File: src/rtl/gpec_pkg.sv
package gpec_pkg;
   localparam int DATA_W = 32;
   localparam int ADDR_W = 5;

   typedef enum logic [1:0] {
      WIN_CFG   = 2'd0,
      WIN_CAUSE = 2'd1,
      WIN_SET   = 2'd2,
      WIN_CLR   = 2'd3
   } gpec_win_e;

   localparam logic [ADDR_W-1:0] OFF_LO    = 5'h00;
   localparam logic [ADDR_W-1:0] OFF_HI    = 5'h04;
   localparam logic [ADDR_W-1:0] OFF_LEVEL = 5'h08;
   localparam logic [ADDR_W-1:0] OFF_EVT   = 5'h14;
   localparam logic [ADDR_W-1:0] OFF_ACK   = 5'h18;
endpackage

File: src/rtl/gpec_sync_edge.sv
module gpec_sync_edge #(
   parameter int NPINS      = 32,
   parameter int SYNC_DEPTH = 2
) (
   input  logic             clk,
   input  logic             rst_n,
   input  logic [NPINS-1:0] pin_in,
   input  logic [NPINS-1:0] rise_en,
   input  logic [NPINS-1:0] fall_en,
   output logic [NPINS-1:0] level,
   output logic [NPINS-1:0] edge_hit
);
   if (SYNC_DEPTH < 2) begin : g_bad_depth
      $error("gpec_sync_edge: SYNC_DEPTH must be at least 2");
   end

   for (genvar p = 0; p < NPINS; p++) begin : g_pin
      logic [SYNC_DEPTH-1:0] chain;
      logic                  last;

      always_ff @(posedge clk or negedge rst_n) begin
         if (!rst_n) begin
            chain <= '0;
            last  <= 1'b0;
         end else begin
            chain <= {chain[SYNC_DEPTH-2:0], pin_in[p]};
            last  <= chain[SYNC_DEPTH-1];
         end
      end

      assign level[p]    = chain[SYNC_DEPTH-1];
      assign edge_hit[p] = (rise_en[p] &  chain[SYNC_DEPTH-1] & ~last) |
                           (fall_en[p] & ~chain[SYNC_DEPTH-1] &  last);
   end
endmodule

File: src/rtl/gpec_regs.sv
module gpec_regs
   import gpec_pkg::*;
#(
   parameter int NPINS = 32
) (
   input  logic              clk,
   input  logic              rst_n,
   input  logic              bus_wr,
   input  logic [1:0]        bus_win,
   input  logic [ADDR_W-1:0] bus_addr,
   input  logic [DATA_W-1:0] bus_wdata,
   input  logic [NPINS-1:0]  level,
   input  logic [NPINS-1:0]  cause_masked,
   output logic [NPINS-1:0]  oe_q,
   output logic [NPINS-1:0]  dout_q,
   output logic [NPINS-1:0]  rise_q,
   output logic [NPINS-1:0]  fall_q,
   output logic [NPINS-1:0]  evt_q,
   output logic [NPINS-1:0]  clr_vec,
   output logic [DATA_W-1:0] bus_rdata
);
   logic [NPINS-1:0] wbits;
   logic             wr_cfg, wr_cause, wr_set, wr_clr;
   logic [NPINS-1:0] rd_v;

   assign wbits    = bus_wdata[NPINS-1:0];
   assign wr_cfg   = bus_wr && (bus_win == WIN_CFG);
   assign wr_cause = bus_wr && (bus_win == WIN_CAUSE);
   assign wr_set   = bus_wr && (bus_win == WIN_SET);
   assign wr_clr   = bus_wr && (bus_win == WIN_CLR);

   assign clr_vec = (wr_cause && bus_addr == OFF_ACK) ? wbits : '0;

   always_ff @(posedge clk or negedge rst_n) begin
      if (!rst_n) begin
         oe_q   <= '0;
         dout_q <= '0;
         rise_q <= '0;
         fall_q <= '0;
         evt_q  <= '0;
      end else begin
         if (wr_set && bus_addr == OFF_LO) oe_q   <= oe_q | wbits;
         if (wr_clr && bus_addr == OFF_LO) oe_q   <= oe_q & ~wbits;
         if (wr_set && bus_addr == OFF_HI) dout_q <= dout_q | wbits;
         if (wr_clr && bus_addr == OFF_HI) dout_q <= dout_q & ~wbits;
         if (wr_cfg && bus_addr == OFF_LO) rise_q <= wbits;
         if (wr_cfg && bus_addr == OFF_HI) fall_q <= wbits;
         if (wr_cause && bus_addr == OFF_EVT) evt_q <= wbits;
      end
   end

   always_comb begin
      rd_v = '0;
      unique case (bus_win)
         WIN_CFG: begin
            if (bus_addr == OFF_LO)    rd_v = rise_q;
            if (bus_addr == OFF_HI)    rd_v = fall_q;
            if (bus_addr == OFF_LEVEL) rd_v = level;
         end
         WIN_CAUSE: begin
            if (bus_addr == OFF_LO)  rd_v = cause_masked;
            if (bus_addr == OFF_EVT) rd_v = evt_q;
         end
         default: begin
            if (bus_addr == OFF_LO) rd_v = oe_q;
            if (bus_addr == OFF_HI) rd_v = dout_q;
         end
      endcase
      bus_rdata             = '0;
      bus_rdata[NPINS-1:0]  = rd_v;
   end
endmodule

File: src/rtl/gpec_cause.sv
module gpec_cause #(
   parameter int NPINS          = 32,
   parameter bit IRQ_REGISTERED = 1'b0
) (
   input  logic             clk,
   input  logic             rst_n,
   input  logic [NPINS-1:0] edge_hit,
   input  logic [NPINS-1:0] clr_vec,
   input  logic [NPINS-1:0] evt_en,
   output logic [NPINS-1:0] cause_raw,
   output logic [NPINS-1:0] cause_masked,
   output logic             irq
);
   logic any_pending;

   always_ff @(posedge clk or negedge rst_n) begin
      if (!rst_n) cause_raw <= '0;
      else        cause_raw <= (cause_raw & ~clr_vec) | edge_hit;
   end

   assign cause_masked = cause_raw & evt_en;
   assign any_pending  = |cause_masked;

   if (IRQ_REGISTERED) begin : g_irq_ff
      logic irq_q;
      always_ff @(posedge clk or negedge rst_n) begin
         if (!rst_n) irq_q <= 1'b0;
         else        irq_q <= any_pending;
      end
      assign irq = irq_q;
   end else begin : g_irq_comb
      assign irq = any_pending;
   end
endmodule

File: src/rtl/gpio_edge_ctrl.sv
module gpio_edge_ctrl
   import gpec_pkg::*;
#(
   parameter int NPINS          = 32,
   parameter int SYNC_DEPTH     = 2,
   parameter bit IRQ_REGISTERED = 1'b0
) (
   input  logic              clk,
   input  logic              rst_n,
   input  logic              bus_wr,
   input  logic [1:0]        bus_win,
   input  logic [4:0]        bus_addr,
   input  logic [31:0]       bus_wdata,
   output logic [31:0]       bus_rdata,
   input  logic [NPINS-1:0]  pin_in,
   output logic [NPINS-1:0]  pin_out,
   output logic [NPINS-1:0]  pin_oe,
   output logic              irq
);
   if (NPINS < 1 || NPINS > DATA_W) begin : g_bad_npins
      $error("gpio_edge_ctrl: NPINS must be within 1..32");
   end

   logic [NPINS-1:0] level;
   logic [NPINS-1:0] edge_hit;
   logic [NPINS-1:0] rise_en;
   logic [NPINS-1:0] fall_en;
   logic [NPINS-1:0] evt_en;
   logic [NPINS-1:0] clr_vec;
   logic [NPINS-1:0] cause_raw;
   logic [NPINS-1:0] cause_masked;

   gpec_sync_edge #(.NPINS(NPINS), .SYNC_DEPTH(SYNC_DEPTH)) u_sync (
      .clk      (clk),
      .rst_n    (rst_n),
      .pin_in   (pin_in),
      .rise_en  (rise_en),
      .fall_en  (fall_en),
      .level    (level),
      .edge_hit (edge_hit)
   );

   gpec_regs #(.NPINS(NPINS)) u_regs (
      .clk          (clk),
      .rst_n        (rst_n),
      .bus_wr       (bus_wr),
      .bus_win      (bus_win),
      .bus_addr     (bus_addr),
      .bus_wdata    (bus_wdata),
      .level        (level),
      .cause_masked (cause_masked),
      .oe_q         (pin_oe),
      .dout_q       (pin_out),
      .rise_q       (rise_en),
      .fall_q       (fall_en),
      .evt_q        (evt_en),
      .clr_vec      (clr_vec),
      .bus_rdata    (bus_rdata)
   );

   gpec_cause #(.NPINS(NPINS), .IRQ_REGISTERED(IRQ_REGISTERED)) u_cause (
      .clk          (clk),
      .rst_n        (rst_n),
      .edge_hit     (edge_hit),
      .clr_vec      (clr_vec),
      .evt_en       (evt_en),
      .cause_raw    (cause_raw),
      .cause_masked (cause_masked),
      .irq          (irq)
   );
endmodule

File: config.mk
export PLATFORM = sky130hd
export DESIGN_NAME = gpio_edge_ctrl
export DESIGN_NICKNAME = d
export VERILOG_FILES = /design/src/rtl/gpec_pkg.sv /design/src/rtl/gpec_sync_edge.sv /design/src/rtl/gpec_regs.sv /design/src/rtl/gpec_cause.sv /design/src/rtl/gpio_edge_ctrl.sv
export SDC_FILE = /design/constraint.sdc
export NUM_CORES = 1
export LEC_CHECK = 0
export BUFFER_PORTS_ARGS = -buffer_cell sky130_fd_sc_hd__clkbuf_2
export CORE_ASPECT_RATIO = 2
export CORE_MARGIN = 1.5
export CORE_UTILIZATION = 30
export DETAILED_ROUTE_END_ITERATION = 8
export SLEW_MARGIN = 15
export SYNTH_ARGS = -nofsm -noshare
export SYNTH_HDL_FRONTEND = slang
export SYNTH_SLANG_ARGS = --single-unit
File: constraint.sdc
create_clock -name clk -period 2.5 [get_ports clk]
set_clock_uncertainty 0.2 [all_clocks]
set_input_delay 0.5 -clock clk [delete_from_list [all_inputs] [get_ports clk]]
set_output_delay 0.5 -clock clk [all_outputs]
set_load 0.1 [all_outputs]
==> metrics.yaml <==
logic_synthesis:
  syn_nets: 1160
  synthCells: 1086
  async_flop_share: 1.00
  yosysSeqAreaShare: 0.580
  ys.warnings.count: 0
  synth_area_per_cell_um2: 11.4
  ys_ff_latch: 288
  synth-edff-count: 0
  ys.flop_type: "dfrtp_1"
  yosysUniqueCellTypes: 43
  syn-cell-area_mm2: 0.0124
global_routing:
  grt-ovfl-total: 0
  grt_start_max_net_pins: 68
  grt_pass1_vias: 10700
  antenna_found_initial: 1
  grt_usage: 0.202
  grt_first_pass_wirelength_um: 65300
drt:
  postRouteAntennaNets: 0
  wl_per_cell_um: 22.2
  via_per_inst: 5.11
  wirelength_um: 42600
  vias: 9808
  drc: 0
  first_pass_iters: 4
  first_iter_violations: 419
finish:
  fin_area_mm2: 0.0177
  final_cells: 1919
  drive_gt1_frac: 0.319
  synthToLayoutAreaGrowth_pct: 42.8
  fillers: 3852
  utilization: 0.433
  final_nets: 1435
min_path:
  worstHoldPathCells: 2
  hp-start: "bus_wdata[13]"
  hold_path_class: "input port to flip-flop"
floorplan:
  core_mm2: 0.0410
  die_w_um: 147
  start_util: 0.303
  io_pins: 171
  die_area_mm2: 0.0427
  die_y_um: 291
  rows: 105
critical_path:
  worstRegToRegCells: 2
  required_ns: 1.80
  critical_path_class: "flip-flop to primary output"
  crit_path_start: "u_regs.evt_q[21]$_DFFE_PN0P_"
  r2r-start: "u_regs.evt_q[27]$_DFFE_PN0P_"
  start_kind: "flip-flop"
  path_max_fanout: 2
  ff2ff_setup_slack_ns: 1.33
  arrival_ns: 2.36
  end_kind: "primary output"
timing:
  setup_violations: 33
  worst_pin_slew_ns: 0.649
  slew_viol_final: 0
  period_needed_ns: 3.06
  holdWs_ns: 0.0245
  final_hold_viol_count: 0
  clock.fmax_ghz: 0.327
  finalSetupTns_ns: -9.66
  slew-limit-headroom: 0.568
  worst_slack_ns: -0.560
  timing.final.crit_share: 1.22
  rsz0062_at_grt: "yes"
cts:
  clk_path_buf_depth: 3
  root_buffer: "clkbuf_16"
  h-tree-depth: 1
  clk_pin_slew_ns: 0.06
  clkLatencyLatePin_ns: 0.57
  clock-sinks: 288
  cts_tree: "done"
  cts_buffers: 29
place:
  place.gp.congestion: 0.820
  portBuffers: 170
  hpwl_um: 30000
  dpl_cell_area_mm2: 0.0156
  dp.cells: 1813
flow_run:
  maxCapViolCount: 0
run_status:
  status: "complete, but fails checks"
  violations: "negative setup slack"
power:
  power.leakage_nw: 8.28
  powerDensity_mw_per_mm2: 695
  peakVddDrop_v: 0.000608
==> metal layers <==
metal | track usage | part of all wire | vias up
li1 | - | - | 4418
met1 | 0.217 | 0.36 | 5023
met2 | 0.379 | 0.55 | 266
met3 | 0.0246 | 0.038 | 101
met4 | 0.106 | 0.051 | 0
met5 | 0 | 0 | -
==> layout make-up <==
class | count | area (um^2) | share of cell area
clock buffers | 41 | 851 | 0.0480
multi-input cells | 631 | 5450 | 0.307
flip-flops and latches | 288 | 7210 | 0.406
well taps | 535 | 669 | 0.0377
repair buffers | 311 | 2990 | 0.168
clock inverters | 12 | 194 | 0.0109
diodes | 1 | 2.50 | 0.000141
inverters | 100 | 375 | 0.0212
==> cell usage after synthesis (23+ instances only) <==
cell	n	area (um^2)
mux2_2	34	383
a21oi_1	47	235
o211ai_1	55	413
o32ai_1	23	201
clkbuf_1	43	161
mux2i_1	98	981
nand3b_1	33	248
nand2_1	92	345
o21ai_0	44	220
mux2_1	30	338
dfrtp_1	288	7210
nor2_1	45	169
inv_1	100	375
a31oi_1	29	181
==> cell families (layout without fill, tap and decap cells) <==
logic type | Yosys count | count (layout) | share of synthesized area
DFF | 288 | 288 | 0.580
AOI/OAI and AO/OA | 276 | 276 | 0.152
and+or+nand+nor | 192 | 193 | 0.0742
buffers and inverters | 168 | 464 | 0.0570
muxes | 162 | 162 | 0.137
other | 0 | 1 | 0
==> power by group <==
part / total [mW] / internal, mW / leakage [nW] / switching (mW)
sequential: 5.26 / 4.99 / 3.28 / 0.273
combinational: 2.28 / 0.629 / 4.49 / 1.65
clock: 4.79 / 2.88 / 0.511 / 1.91
total: 12.3 / 8.50 / 8.28 / 3.83
==> critical path, cell delays in order, from the launching register on <==
cell and delay [ns]:
dfrtp_1 0.38, a22o_1 0.27, a221oi_2 0.23, nand3_1 0.15, or4_4 0.57, buf_12 0.19
==> cells in the final DEF (no fill, tap or decap), drive strengths merged, types with 46 or more instances in the layout <==
master  count
inv       101
nor2       46
clkbuf    172
a21oi      47
buf       140
o211ai     55
mux2i      98
nand2      92
mux2       64
dfrtp     288
o21ai      50
==> timing repair <==
action / in CTS / in global routing
hold buffers: 40 / 0
gates cloned: 4 / 0
setup buffers: 6 / 3
hold endpoints to repair: 94 / 0
resized for setup: 58 / 34
setup endpoints to repair: 33 / 33
pin swaps: 40 / 23
==> final timing paths <==
check,to
max reg2reg,u_regs.evt_q[27]$_DFFE_PN0P_
min,flip-flop
max in group asynchronous,u_regs.evt_q[3]$_DFFE_PN0P_
min in group asynchronous,u_sync.g_pin[29].chain[0]$_DFF_PN0_
max,irq
min reg2reg,u_sync.g_pin[17].chain[1]$_DFF_PN0_
==> through the flow <==
stage | power [mW] | setup WS (ns)
2_1_floorplan | 6.74 | -0.636
3_3_place_gp | 7.45 | -0.405
3_5_place_dp | 7.49 | -0.400
4_1_cts | 12.4 | -0.569
5_1_grt | 12.8 | -0.629
6_report | 12.3 | -0.560
Power figures use the tool's default switching activity.
